<file path="config.mk">
export PLATFORM = sky130hd
export DESIGN_NAME = usbd_ctl_reg
export DESIGN_NICKNAME = d
export VERILOG_FILES = /design/src/rtl/usbd_ctl_pkg.sv /design/src/rtl/usbd_w1c_flag.sv /design/src/rtl/usbd_irq_comb.sv /design/src/rtl/usbd_ctl_reg.sv
export SDC_FILE = /design/constraint.sdc
export NUM_CORES = 1
export LEC_CHECK = 0
export BUFFER_PORTS_ARGS = -buffer_cell sky130_fd_sc_hd__buf_4
export CORE_UTILIZATION = 30
export CTS_CLUSTER_DIAMETER = 80
export DETAILED_ROUTE_END_ITERATION = 7
export GPL_TIMING_DRIVEN = 0
export PLACE_DENSITY = 0.89
export SETUP_SLACK_MARGIN = 0.02
export SLEW_MARGIN = 20
export SYNTH_ARGS = -nofsm -noshare
export SYNTH_HDL_FRONTEND = slang
export SYNTH_SLANG_ARGS = --single-unit
export TNS_END_PERCENT = 10
</file>
<file path="constraint.sdc">
create_clock -name clk -period 1 [get_ports clk]
set_input_delay 0.05 -clock clk [delete_from_list [all_inputs] [get_ports clk]]
set_output_delay 0.05 -clock clk [all_outputs]
set_load 0.01 [all_outputs]
</file>
<file path="src/rtl/usbd_ctl_pkg.sv">
package usbd_ctl_pkg;
   localparam int CTL_W = 8;
   localparam int B_EN    = 0;
   localparam int B_LINE  = 1;
   localparam int B_WAKE  = 2;
   localparam int B_RESF  = 3;
   localparam int B_SUSF  = 4;
   localparam int B_SRMSK = 5;
   localparam int B_RSTF  = 6;
   localparam int B_RSMSK = 7;
   localparam int N_FLAG  = 3;
   // flag index 0 = resume, 1 = suspend, 2 = host reset
   localparam int FLAG_POS [N_FLAG] = '{B_RESF, B_SUSF, B_RSTF};
endpackage

</file>
<file path="src/rtl/usbd_w1c_flag.sv">
module usbd_w1c_flag #(
   parameter bit SET_WINS = 1'b1
) (
   input  logic clk,
   input  logic rst_n,
   input  logic set_i,
   input  logic clr_i,
   output logic q_o
);
   logic q_r;

   generate
      if (SET_WINS) begin : g_set_first
         always_ff @(posedge clk or negedge rst_n) begin
            if (!rst_n)     q_r <= 1'b0;
            else if (set_i) q_r <= 1'b1;
            else if (clr_i) q_r <= 1'b0;
         end
      end else begin : g_clr_first
         always_ff @(posedge clk or negedge rst_n) begin
            if (!rst_n)     q_r <= 1'b0;
            else if (clr_i) q_r <= 1'b0;
            else if (set_i) q_r <= 1'b1;
         end
      end
   endgenerate

   assign q_o = q_r;
endmodule

</file>
<file path="src/rtl/usbd_irq_comb.sv">
module usbd_irq_comb import usbd_ctl_pkg::*; (
   input  logic [N_FLAG-1:0] flag_i,
   input  logic              rst_mask_i,
   input  logic              sr_mask_i,
   output logic              req_o
);
   logic rst_req, sr_req;

   always_comb begin
      rst_req = flag_i[2] & ~rst_mask_i;
      sr_req  = (flag_i[1] | flag_i[0]) & ~sr_mask_i;
      req_o   = rst_req | sr_req;
   end
endmodule

</file>
<file path="src/rtl/usbd_ctl_reg.sv">
module usbd_ctl_reg import usbd_ctl_pkg::*; #(
   parameter int              DATA_W   = 32,
   parameter int              ADDR_W   = 4,
   parameter logic [ADDR_W-1:0] REG_ADDR = '0,
   parameter bit              SET_WINS = 1'b1,
   parameter bit              IRQ_REG  = 1'b0
) (
   input  logic              clk,
   input  logic              rst_n,
   input  logic              bus_sel,
   input  logic              bus_wr,
   input  logic [ADDR_W-1:0] bus_addr,
   input  logic [DATA_W-1:0] bus_wdata,
   output logic [DATA_W-1:0] bus_rdata,
   input  logic              line_rst_active,
   input  logic              ev_host_reset,
   input  logic              ev_suspend,
   input  logic              ev_resume,
   output logic              irq,
   output logic              ctrl_soft_rst,
   output logic              pad_hiz,
   output logic              resume_pulse
);
   localparam int PAD_W = DATA_W - CTL_W;

   generate
      if (DATA_W < CTL_W) begin : g_bad_width
         $error("usbd_ctl_reg: DATA_W must be at least 8");
      end
      if (ADDR_W < 1) begin : g_bad_addr
         $error("usbd_ctl_reg: ADDR_W must be at least 1");
      end
   endgenerate

   logic              hit, wr_hit;
   logic              en_q, rst_mask_q, sr_mask_q, wake_q;
   logic [N_FLAG-1:0] ev_v, flag_q;
   logic [CTL_W-1:0]  word8;
   logic              irq_c;

   assign hit    = bus_sel && (bus_addr == REG_ADDR);
   assign wr_hit = hit && bus_wr;

   always_ff @(posedge clk or negedge rst_n) begin
      if (!rst_n) begin
         en_q       <= 1'b0;
         rst_mask_q <= 1'b1;
         sr_mask_q  <= 1'b1;
         wake_q     <= 1'b0;
      end else begin
         wake_q <= wr_hit && bus_wdata[B_WAKE] && en_q;
         if (wr_hit) begin
            en_q       <= bus_wdata[B_EN];
            rst_mask_q <= bus_wdata[B_RSMSK];
            sr_mask_q  <= bus_wdata[B_SRMSK];
         end
      end
   end

   assign ev_v = {ev_host_reset, ev_suspend, ev_resume};

   generate
      for (genvar i = 0; i < N_FLAG; i++) begin : g_flag
         logic set_c, clr_c;
         assign set_c = en_q && ev_v[i];
         assign clr_c = wr_hit && bus_wdata[FLAG_POS[i]];
         usbd_w1c_flag #(.SET_WINS(SET_WINS)) u_flag (
            .clk   (clk),
            .rst_n (rst_n),
            .set_i (set_c),
            .clr_i (clr_c),
            .q_o   (flag_q[i])
         );
      end
   endgenerate

   always_comb begin
      word8          = '0;
      word8[B_EN]    = en_q;
      word8[B_LINE]  = ~line_rst_active;
      word8[B_WAKE]  = 1'b0;
      word8[B_RESF]  = flag_q[0];
      word8[B_SUSF]  = flag_q[1];
      word8[B_SRMSK] = sr_mask_q;
      word8[B_RSTF]  = flag_q[2];
      word8[B_RSMSK] = rst_mask_q;
   end

   generate
      if (PAD_W > 0) begin : g_pad
         assign bus_rdata = hit ? {{PAD_W{1'b0}}, word8} : '0;
      end else begin : g_nopad
         assign bus_rdata = hit ? word8 : '0;
      end
   endgenerate

   usbd_irq_comb u_irq (
      .flag_i     (flag_q),
      .rst_mask_i (rst_mask_q),
      .sr_mask_i  (sr_mask_q),
      .req_o      (irq_c)
   );

   generate
      if (IRQ_REG) begin : g_irq_ff
         logic irq_q;
         always_ff @(posedge clk or negedge rst_n) begin
            if (!rst_n) irq_q <= 1'b0;
            else        irq_q <= irq_c;
         end
         assign irq = irq_q;
      end else begin : g_irq_comb
         assign irq = irq_c;
      end
   endgenerate

   assign ctrl_soft_rst = ~en_q;
   assign pad_hiz       = ~en_q;
   assign resume_pulse  = wake_q;
endmodule

</file>
==> qor.yml, run 1 <==
final_nets: 165
drive_gt1_frac: 0.608
grt_pass1_wl_um: 1820
timing.fmax_mhz: 941
ys_warn_count: 0
fillCellCount: 175
die_x_um: 45.8
period_minus_slack_ns: 1.06
port_buffers: 29
setup_viol: 8
peakVddDrop_mv: 0.498
floorplan.initialDensity: 0.326
fin_crit_sh: 1.06
failed_checks: "setup timing"
place_congestion: 0.758
grt_antenna_before_repair: 0
power_frac_comb: 0.361
internal_power_mw: 0.707
ys_ff_latch: 7
rsz0062_at_grt: "true"
clockPowerShare: 0.260
netlist_area_sq_um: 576
grt_pass1_vias: 450
avgSynthCellArea_sq_um: 9.76
synth_cells: 59
fin_area_sq_mm: 0.00100
cts_buffers: 3
core-area_sq_mm: 0.00176
dr.first_iter.drc_count: 2
layout_setup_ws_ns: -0.0625
hp-class: "in -> reg"
hold_viol_final: 0
skew_ns: 0.00347
worstPathMaxFanout: 3
multiInputGateArea_sq_um: 293
htree_levels: 1
vias: 512
setup_tns_ns: -0.376
first_pass_iters: 3
route.detailed.drc: 0
syn2layout_area_growth_pct: 74.3
p_leak_nw: 0.575
worstSetupPathType: "reg -> out"
seq_area_frac_synth: 0.309
die-area_sq_mm: 0.00210
powerDensity_mw_per_mm2: 978
clock_path_buffers: 2
switching_share: 0.280
n_antenna_cell: 0
status: "finished, violations left"
critical_path_required_ns: 0.95
grt.overflow.total: 0
clk_latency_ns: 0.25
fp.dieH_um: 45.8
critPathArrivalTime_ns: 1.01
rows: 15
placedInstanceArea_sq_um: 915
cp-start-kind: "flip-flop"
totalWireLength_um: 1240
slew_violations: 0
numClockSinks: 7
final-seq-area_sq_um: 178
ant_nets: 0
grt_usage: 0.130
max_cap_viol_count: 0
end_kind: "output port"
clkTransAtPathRegs_ns: 0.05
cts_tree: "built"
wl_per_cell_um: 8.55
ys_types: 16
cts-root-buf: "clkbuf_4"
grt_max_degree: 9
p_switching_mw: 0.275
io_pins: 80
power_frac_seq: 0.378
via_per_inst: 3.53
## layout by cell type (no fill, tap or decap)
cell type      count
a22o_1             3
conb_1            25
nor2_1             1
nand3_1            3
nor2b_2            1
dlygate4sd3_1      1
and2_1             4
mux2_2             3
nor3b_4            2
buf_4             52
o22ai_1            1
clkbuf_1           1
and4_1             1
and2_4             2
buf_6              6
inv_2              1
clkbuf_4           3
dfrtp_1            5
nor3b_2            1
dfstp_2            2
inv_1              1
nand2_1            1
## synthesized netlist by cell type (all sizes together)
master	instances	area [sq um]
and2	6	37.5
nand2	1	3.75
dfrtp	5	125
mux2	3	33.8
nor2	1	3.75
o22ai	1	6.26
nor3b	3	50.1
nor2b	1	6.26
conb	1	3.75
nand3	3	15.0
dfstp	2	52.6
inv	2	7.51
and4	1	8.76
a22o	3	26.3
buf	26	195
## worst max-delay path, cell delays in order (launching register included)
cell     delay [ns]
dfstp_2        0.54
and2_4         0.14
buf_6          0.09
## what timing repair did
item	in CTS	in global routing
endpoints found under the setup margin	9	9
hold buffers	1	0
gates resized for setup	9	1
pin swaps	4	3
setup buffers	2	1
hold endpoints to repair	7	0
gates cloned	0	0
## power by group through the flow
| stage | sequential [mW] | clock, mW | combinational, mW |
|---|---|---|---|
| after detailed placement | 0.377 | 0 | 0.310 |
| after floorplan | 0.364 | 0 | 0.198 |
| after global placement | 0.373 | 0 | 0.302 |
| final | 0.371 | 0.256 | 0.355 |
| after global routing | 0.376 | 0.282 | 0.384 |
| after CTS | 0.372 | 0.262 | 0.349 |
## state kept, by name, indices dropped and copies added, names as in the netlist
signal,count
en_q,1
g_flag.u_flag.q_o,3
resume_pulse,1
rst_mask_q,1
sr_mask_q,1
## cell type report
cell class              instances  area share
well taps                      25      0.0312
multi-input cells              48       0.292
plain buffers                  26       0.198
flip-flops and latches          7       0.177
clock buffers                   4      0.0262
inverters                       2     0.00748
repair buffers                 33       0.268
## cell families (layout without fill, tap and decap cells)
family,Yosys count,after routing,synth area share
compound gates,4,4,0.0565
flops,7,7,0.309
other cells,1,25,0.00652
mux,3,3,0.0587
buf+inv,28,65,0.352
simple gates,16,16,0.217
## per-stage QoR
| stage | std cells | util | worst slack, ns | power (mW) | hold slack [ns] |
|---|---|---|---|---|---|
| 2_1_floorplan | 83 | - | 0.151 | 0.562 | -0.246 |
| 3_3_place_gp | 137 | 0.518 | -0.0799 | 0.675 | -0.140 |
| 3_5_place_dp | 137 | 0.518 | -0.121 | 0.688 | -0.137 |
| 4_1_cts | 144 | 0.563 | -0.0683 | 0.983 | 0.0214 |
| 5_1_grt | 145 | 0.569 | -0.135 | 1.04 | 0.0269 |
| 6_report | 145 | 0.569 | -0.0625 | 0.982 | 0.0249 |
## worst paths after layout
path	slack [ns]	startpoint	to	cells past startpoint
max in group asynchronous	0.64	rst_n	rst_mask_q$_DFFE_PN1P_	2
hold reg to reg	0.53	g_flag[0].u_flag.q_o$_DFFE_PN0P_	g_flag[0].u_flag.q_o$_DFFE_PN0P_	1
hold / removal	0.02	ev_resume	g_flag[0].u_flag.q_o$_DFFE_PN0P_	2
setup / recovery	-0.06	rst_mask_q$_DFFE_PN1P_	bus_rdata[7]	2
min in group asynchronous	0.15	rst_n	g_flag[1].u_flag.q_o$_DFFE_PN0P_	2
setup reg to reg	0.06	en_q$_DFFE_PN0P_	en_q$_DFFE_PN0P_	2
## metal layers
layer,share of wire,up-vias,GRT usage
li1,-,266,-
met2,0.53,32,0.234
met5,0,-,0
met3,0.11,2,0.0397
met4,0.015,0,0.0882
met1,0.34,212,0.126
Power figures use the tool's default switching activity.
==> inputs of run 2 (changes only) <==
--- a/config.mk
+++ b/config.mk
@@ -5,12 +5,13 @@
 export SDC_FILE = /design/constraint.sdc
 export NUM_CORES = 1
 export LEC_CHECK = 0
+export ABC_CLOCK_PERIOD_IN_PS = 900
 export BUFFER_PORTS_ARGS = -buffer_cell sky130_fd_sc_hd__buf_4
-export CORE_UTILIZATION = 30
+export CORE_UTILIZATION = 27
 export CTS_CLUSTER_DIAMETER = 80
 export DETAILED_ROUTE_END_ITERATION = 7
 export GPL_TIMING_DRIVEN = 0
-export PLACE_DENSITY = 0.89
+export PLACE_DENSITY = 0.85
 export SETUP_SLACK_MARGIN = 0.02
 export SLEW_MARGIN = 20
 export SYNTH_ARGS = -nofsm -noshare
==> constraint.sdc (replaced) <==
create_clock -name clk -period 0.9 [get_ports clk]
set_input_delay 0.045 -clock clk [delete_from_list [all_inputs] [get_ports clk]]
set_output_delay 0.045 -clock clk [all_outputs]
set_load 0.01 [all_outputs]
==> run 2 against run 1 <==
Die area up 11%. The flow still finishes with violations (setup timing). Clock power grew 10%. Combinational power rose by 13%. Wire length grew 3.2%. Cell area increased by 0.12%. Critical path depth stayed put. Largest power group unchanged. Critical path type unchanged. First-iteration DRC count unchanged. Worst setup slack lost 0.094 ns. Largest cell class unchanged.
==> qor.yml, run 2 (same netlist as run 1, synthesis figures left out) <==
htree_levels: 1
io_pins: 80
grt_pass1_vias: 413
setup_viol: 10
dp_slack_ns: -0.208
final_nets: 164
status: "finished, violations left"
grt_usage: 0.125
die-area_sq_mm: 0.00232
cts_buffers: 3
syn2layout_area_growth_pct: 74.6
hold_viol_final: 0
ant_nets: 0
switching_share: 0.279
p_leak_nw: 0.570
skew_ns: 0.00239
critPathArrivalTime_ns: 1.01
critPathMaxStageDelay_ns: 0.54
worstSetupPathType: "reg -> out"
first_pass_iters: 4
critPathSlowestCell: "dfstp_2"
die_x_um: 48.2
cts_tree: "built"
cp-start-kind: "flip-flop"
clk_latency_ns: 0.25
finalHoldWorstSlack_ns: 0.0288
period_minus_slack_ns: 1.06
route.detailed.drc: 0
hp-class: "in -> reg"
final_cell_mix: "buf_4, conb_1, buf_6"
worstPathMaxFanout: 3
via_per_inst: 3.53
final_cells: 146
cts-root-buf: "clkbuf_4"
dr.first_iter.drc_count: 2
port_buffers: 29
floorplan.initialDensity: 0.290
path_cells: "o22ai_1 > buf_4"
slew_violations: 0
final_common_cell: "buf_4"
largest_register_ffs: 3
fin_crit_sh: 1.17
grt_max_degree: 9
layout_setup_ws_ns: -0.156
grt_antenna_before_repair: 0
fillCellCount: 206
fp.dieH_um: 48.2
failed_checks: "setup timing"
powerDensity_mw_per_mm2: 1090
power_frac_seq: 0.376
grt.overflow.total: 0
wl_per_cell_um: 8.77
end_kind: "output port"
clock_path_buffers: 2
numClockSinks: 7
drive_gt1_frac: 0.597
vias: 516
critical_path_required_ns: 0.85
clkTransAtPathRegs_ns: 0.05
peakVddDrop_mv: 0.503
power_frac_comb: 0.366
place_congestion: 0.743
core-area_sq_mm: 0.00198
clockPowerShare: 0.258
dp_hpwl_um: 1090
timing.fmax_mhz: 947
p_switching_mw: 0.305
max_cap_viol_count: 0
totalWireLength_um: 1280
rsz0062_at_grt: "true"
n_antenna_cell: 0
rows: 16
internal_power_mw: 0.788
dp.cells: 139
final_util: 0.507
grt_pass1_wl_um: 1830
[run 2: power by group through the flow]
| stage | sequential (mW) | clock (mW) | combinational, mW |
|---|---|---|---|
| 6_report | 0.411 | 0.282 | 0.400 |
| 5_1_grt | 0.419 | 0.314 | 0.439 |
| 4_1_cts | 0.409 | 0.291 | 0.383 |
| 3_5_place_dp | 0.420 | 0 | 0.343 |
| 3_3_place_gp | 0.416 | 0 | 0.336 |
| 2_1_floorplan | 0.404 | 0 | 0.221 |
[run 2: worst max-delay path, delay by kind of cell, from the launching register on]
kind                   cells  cell delay [ns]
DFF                        1             0.54
AOI/OAI and AO/OA          1             0.09
buffers and inverters      1             0.14
[run 2: repair_timing]
item | CTS | global route
pin swaps | 2 | 3
buffers inserted | 2 | 0
endpoints found under the hold margin | 7 | 0
gates resized for setup | 5 | 6
setup endpoints to repair | 10 | 14
hold buffers | 1 | 0
[run 2: per-layer routing]
layer / track usage / routed length (um) / vias up
li1: - / - / 262
met1: 0.118 / 439 / 215
met2: 0.227 / 701 / 39
met3: 0.0519 / 139 / 0
met4: 0.0667 / 0 / 0
met5: 0 / 0 / -
[run 2: path summary, 6_finish.rpt]
check                                            startpoint                               end  slack (ns)  cells past startpoint
setup / recovery                     rst_mask_q$_DFFE_PN1P_                               irq       -0.16                      2
hold / removal                                 bus_wdata[5]             sr_mask_q$_DFFE_PN1P_        0.03                      2
setup reg to reg                           en_q$_DFFE_PN0P_                  en_q$_DFFE_PN0P_       -0.02                      2
hold reg to reg            g_flag[1].u_flag.q_o$_DFFE_PN0P_  g_flag[1].u_flag.q_o$_DFFE_PN0P_        0.53                      1
max in group asynchronous                             rst_n            rst_mask_q$_DFFE_PN1P_        0.55                      2
min in group asynchronous                             rst_n  g_flag[0].u_flag.q_o$_DFFE_PN0P_        0.14                      2
[run 2: area by class of cell]
class                   instances  area, sq um  area share
repair buffers                 32          265       0.264
clock buffers                   4         26.3      0.0262
multi-input cells              48          295       0.294
inverters                       2         7.51     0.00747
flip-flops and latches          7          178       0.177
well taps                      27         33.8      0.0336
plain buffers                  26          199       0.198
[run 2: metrics by stage]
| step | cell area (sq um) | total power [mW] | TNS, ns |
|---|---|---|---|
| 6_report | 1000 | 1.09 | -1.08 |
| 5_1_grt | 1000 | 1.17 | -1.67 |
| 4_1_cts | 986 | 1.08 | -1.11 |
| 3_5_place_dp | 917 | 0.764 | -1.80 |
| 3_3_place_gp | 917 | 0.752 | -1.49 |
| 2_1_floorplan | 666 | 0.625 | 0 |
==> inputs of run 3 (changes only) <==
--- a/config.mk
+++ b/config.mk
@@ -5,6 +5,7 @@
 export SDC_FILE = /design/constraint.sdc
 export NUM_CORES = 1
 export LEC_CHECK = 0
+export ABC_AREA = 1
 export ABC_CLOCK_PERIOD_IN_PS = 900
 export BUFFER_PORTS_ARGS = -buffer_cell sky130_fd_sc_hd__buf_4
 export CORE_UTILIZATION = 27
==> run 3 against run 2 <==
The flow still finishes with violations (setup timing). Clock skew is 0.0040 ns higher. Worst setup slack worse by 0.086 ns. Hold slack worse by 0.0029 ns. Non-clock buffer count is 1 higher. Sequential power is 3% higher. Count of clock-buffer cells in the layout stayed put. Combinational power hardly changed. Largest power group unchanged.
==> qor.yml, run 3 <==
peakVddDrop_mv: 0.467
netlist_area_sq_um: 578
die_x_um: 48.3
grt_usage: 0.123
power_frac_seq: 0.380
reg2reg_to: "rst_mask_q$_DFFE_PN1P_"
seq_area_frac_synth: 0.307
fin_crit_sh: 1.27
r2r_start: "rst_mask_q$_DFFE_PN1P_"
fillCellCount: 189
cts_tree: "built"
setup_viol: 9
final_nets: 186
cpMostUsedCell: "o21ai_1"
clkTransAtPathRegs_ns: 0.05
grt_max_degree: 9
largest_register_ffs: 3
cp_num_buf_inv: 2
critPathArrivalTime_ns: 1.10
r2r_setup_slack_ns: 0.16
clk_latency_ns: 0.25
switching_share: 0.312
ys_ff_latch: 7
critical_path_depth: 4
core-area_sq_mm: 0.00198
numClockSinks: 7
route.detailed.drc: 0
dr.first_iter.drc_count: 8
cts-root-buf: "clkbuf_4"
avgSynthCellArea_sq_um: 7.14
clockPowerShare: 0.259
critPathMaxStageDelay_ns: 0.54
wl_per_cell_um: 7.88
p_switching_mw: 0.347
dp_slack_ns: -0.0187
r2r_cells: 2
clock_path_buffers: 2
synth-main-ff-cell: "dfrtp_1"
fin_area_sq_mm: 0.00100
critical_path_required_ns: 0.85
critPathTopFamily: "flip-flops"
cp-start-kind: "flip-flop"
grt.overflow.total: 0
path_cells: "inv_2 > o21ai_1 > o21ai_1 > buf_4"
drive_gt1_frac: 0.511
via_per_inst: 3.59
final-seq-area_sq_um: 179
failed_checks: "setup timing"
hold_start: "bus_wdata[5]"
final_cell_mix: "buf_4, conb_1, nand2_1"
rsz0062_at_grt: "true"
io_pins: 80
timing.critical_path.to: "irq"
synth_top_area_frac: 0.338
place_congestion: 0.764
status: "finished, violations left"
synthTopCellsByArea: "buf_4, dfrtp_1, nand2_1, dfstp_2, nand3_1"
syn2layout_area_growth_pct: 73.6
worstSetupPathType: "reg -> out"
end_kind: "output port"
grt_pass1_vias: 466
ys_warn_count: 0
rows: 16
grt_antenna_before_repair: 0
worstPathMaxFanout: 2
ys_types: 13
critPathSlowestCell: "dfstp_2"
hp-class: "in -> reg"
yosysMostFrequentCell: "buf_4"
vias: 603
final_util: 0.506
internal_power_mw: 0.763
cts_buffers: 3
n_antenna_cell: 0
async_flop_share: 1.00
final_common_cell: "buf_4"
die-area_sq_mm: 0.00233
slew_violations: 0
max_cap_viol_count: 0
timing.fmax_mhz: 876
fp.dieH_um: 48.3
grt_pass1_wl_um: 1860
hold_viol_final: 0
port_buffers: 28
multiInputGateArea_sq_um: 274
crit_path_start: "sr_mask_q$_DFFE_PN1P_"
power_frac_comb: 0.361
floorplan.initialDensity: 0.292
synth_top_area_cell: "buf_4"
layout_setup_ws_ns: -0.242
dp_hpwl_um: 1160
synthTopCellsByCount: "buf_4, nand2_1, inv_1, nor2_1, nand3_1"
powerDensity_mw_per_mm2: 1110
ant_nets: 0
synth_cells: 81
synth_edf_count: 0
skew_ns: 0.00641
htree_levels: 1
first_pass_iters: 4
totalWireLength_um: 1320
placedInstanceArea_sq_um: 912
cts_setup_buffers: 0
p_leak_nw: 0.598
period_minus_slack_ns: 1.14
==> run 3: changes by cell type after synthesis, sizes merged, moves of 2 or more <==
cell   change
nand2     +18
nor2       +8
inv        +7
and2       -6
a22o       -3
mux2       -3
nand3      +3
nor3b      -3
o21ai      +2
==> run 3: power by group through the flow <==
stage / registers, mW / logic (mW) / clock network [mW]
2_1_floorplan: 0.406 / 0.241 / 0
3_3_place_gp: 0.415 / 0.352 / 0
3_5_place_dp: 0.418 / 0.365 / 0
4_1_cts: 0.420 / 0.384 / 0.295
5_1_grt: 0.429 / 0.451 / 0.308
6_report: 0.422 / 0.401 / 0.287
==> run 3: area by class of cell <==
| cell class | count | share of cell area |
|---|---|---|
| plain buffers | 27 | 0.200 |
| inverters | 9 | 0.0362 |
| repair buffers | 32 | 0.253 |
| well taps | 27 | 0.0337 |
| multi-input cells | 62 | 0.273 |
| flip-flops and latches | 7 | 0.178 |
| clock buffers | 4 | 0.0262 |
==> run 3: cells by family (layout without fill, tap and decap cells) <==
| group | after synthesis | in the layout | synth area share |
|---|---|---|---|
| AO/OA/AOI/OAI | 2 | 2 | 0.0173 |
| buffers and inverters | 36 | 72 | 0.405 |
| other | 1 | 25 | 0.00649 |
| AND/OR/NAND/NOR | 35 | 35 | 0.264 |
| flip-flops | 7 | 7 | 0.307 |
==> run 3: how the worst min path moves through the flow <==
stage	end	slack [ns]	depth (start not counted)
3_5_place_dp	resume_pulse$_DFF_PN0_	-0.14	1
3_3_place_gp	resume_pulse$_DFF_PN0_	-0.14	1
5_1_grt	sr_mask_q$_DFFE_PN1P_	0.02	3
2_1_floorplan	en_q$_DFFE_PN0P_	-0.25	0
6_report	sr_mask_q$_DFFE_PN1P_	0.03	3
4_1_cts	sr_mask_q$_DFFE_PN1P_	0.02	3
==> run 3: worst register-to-register path, stage by stage, from the launching register on <==
cell and delay, ns:
dfstp_2 0.54, nand2_1 0.06, nand2_1 0.07
==> run 3: per-stage QoR <==
| step | setup TNS (ns) | hold slack [ns] | power [mW] | instances |
|---|---|---|---|---|
| final | -0.974 | 0.0259 | 1.11 | 168 |
| after global routing | -1.37 | 0.0219 | 1.19 | 168 |
| after CTS | -1.13 | 0.0229 | 1.10 | 168 |
| after detailed placement | -0.0520 | -0.140 | 0.783 | 160 |
| after global placement | -0.0184 | -0.144 | 0.768 | 160 |
| after floorplan | 0 | -0.251 | 0.647 | 105 |
==> run 3: metal layers <==
layer	part of all wire	track usage
met5	0	0
met2	0.56	0.227
met1	0.34	0.118
met4	0	0.0667
met3	0.098	0.0444
==> run 3: what timing repair did <==
item,in CTS,in global routing
endpoints found under the hold margin,10,0
resized for setup,5,9
gates cloned,0,0
setup endpoints to repair,10,10
hold buffers,4,0
pin swaps,6,0
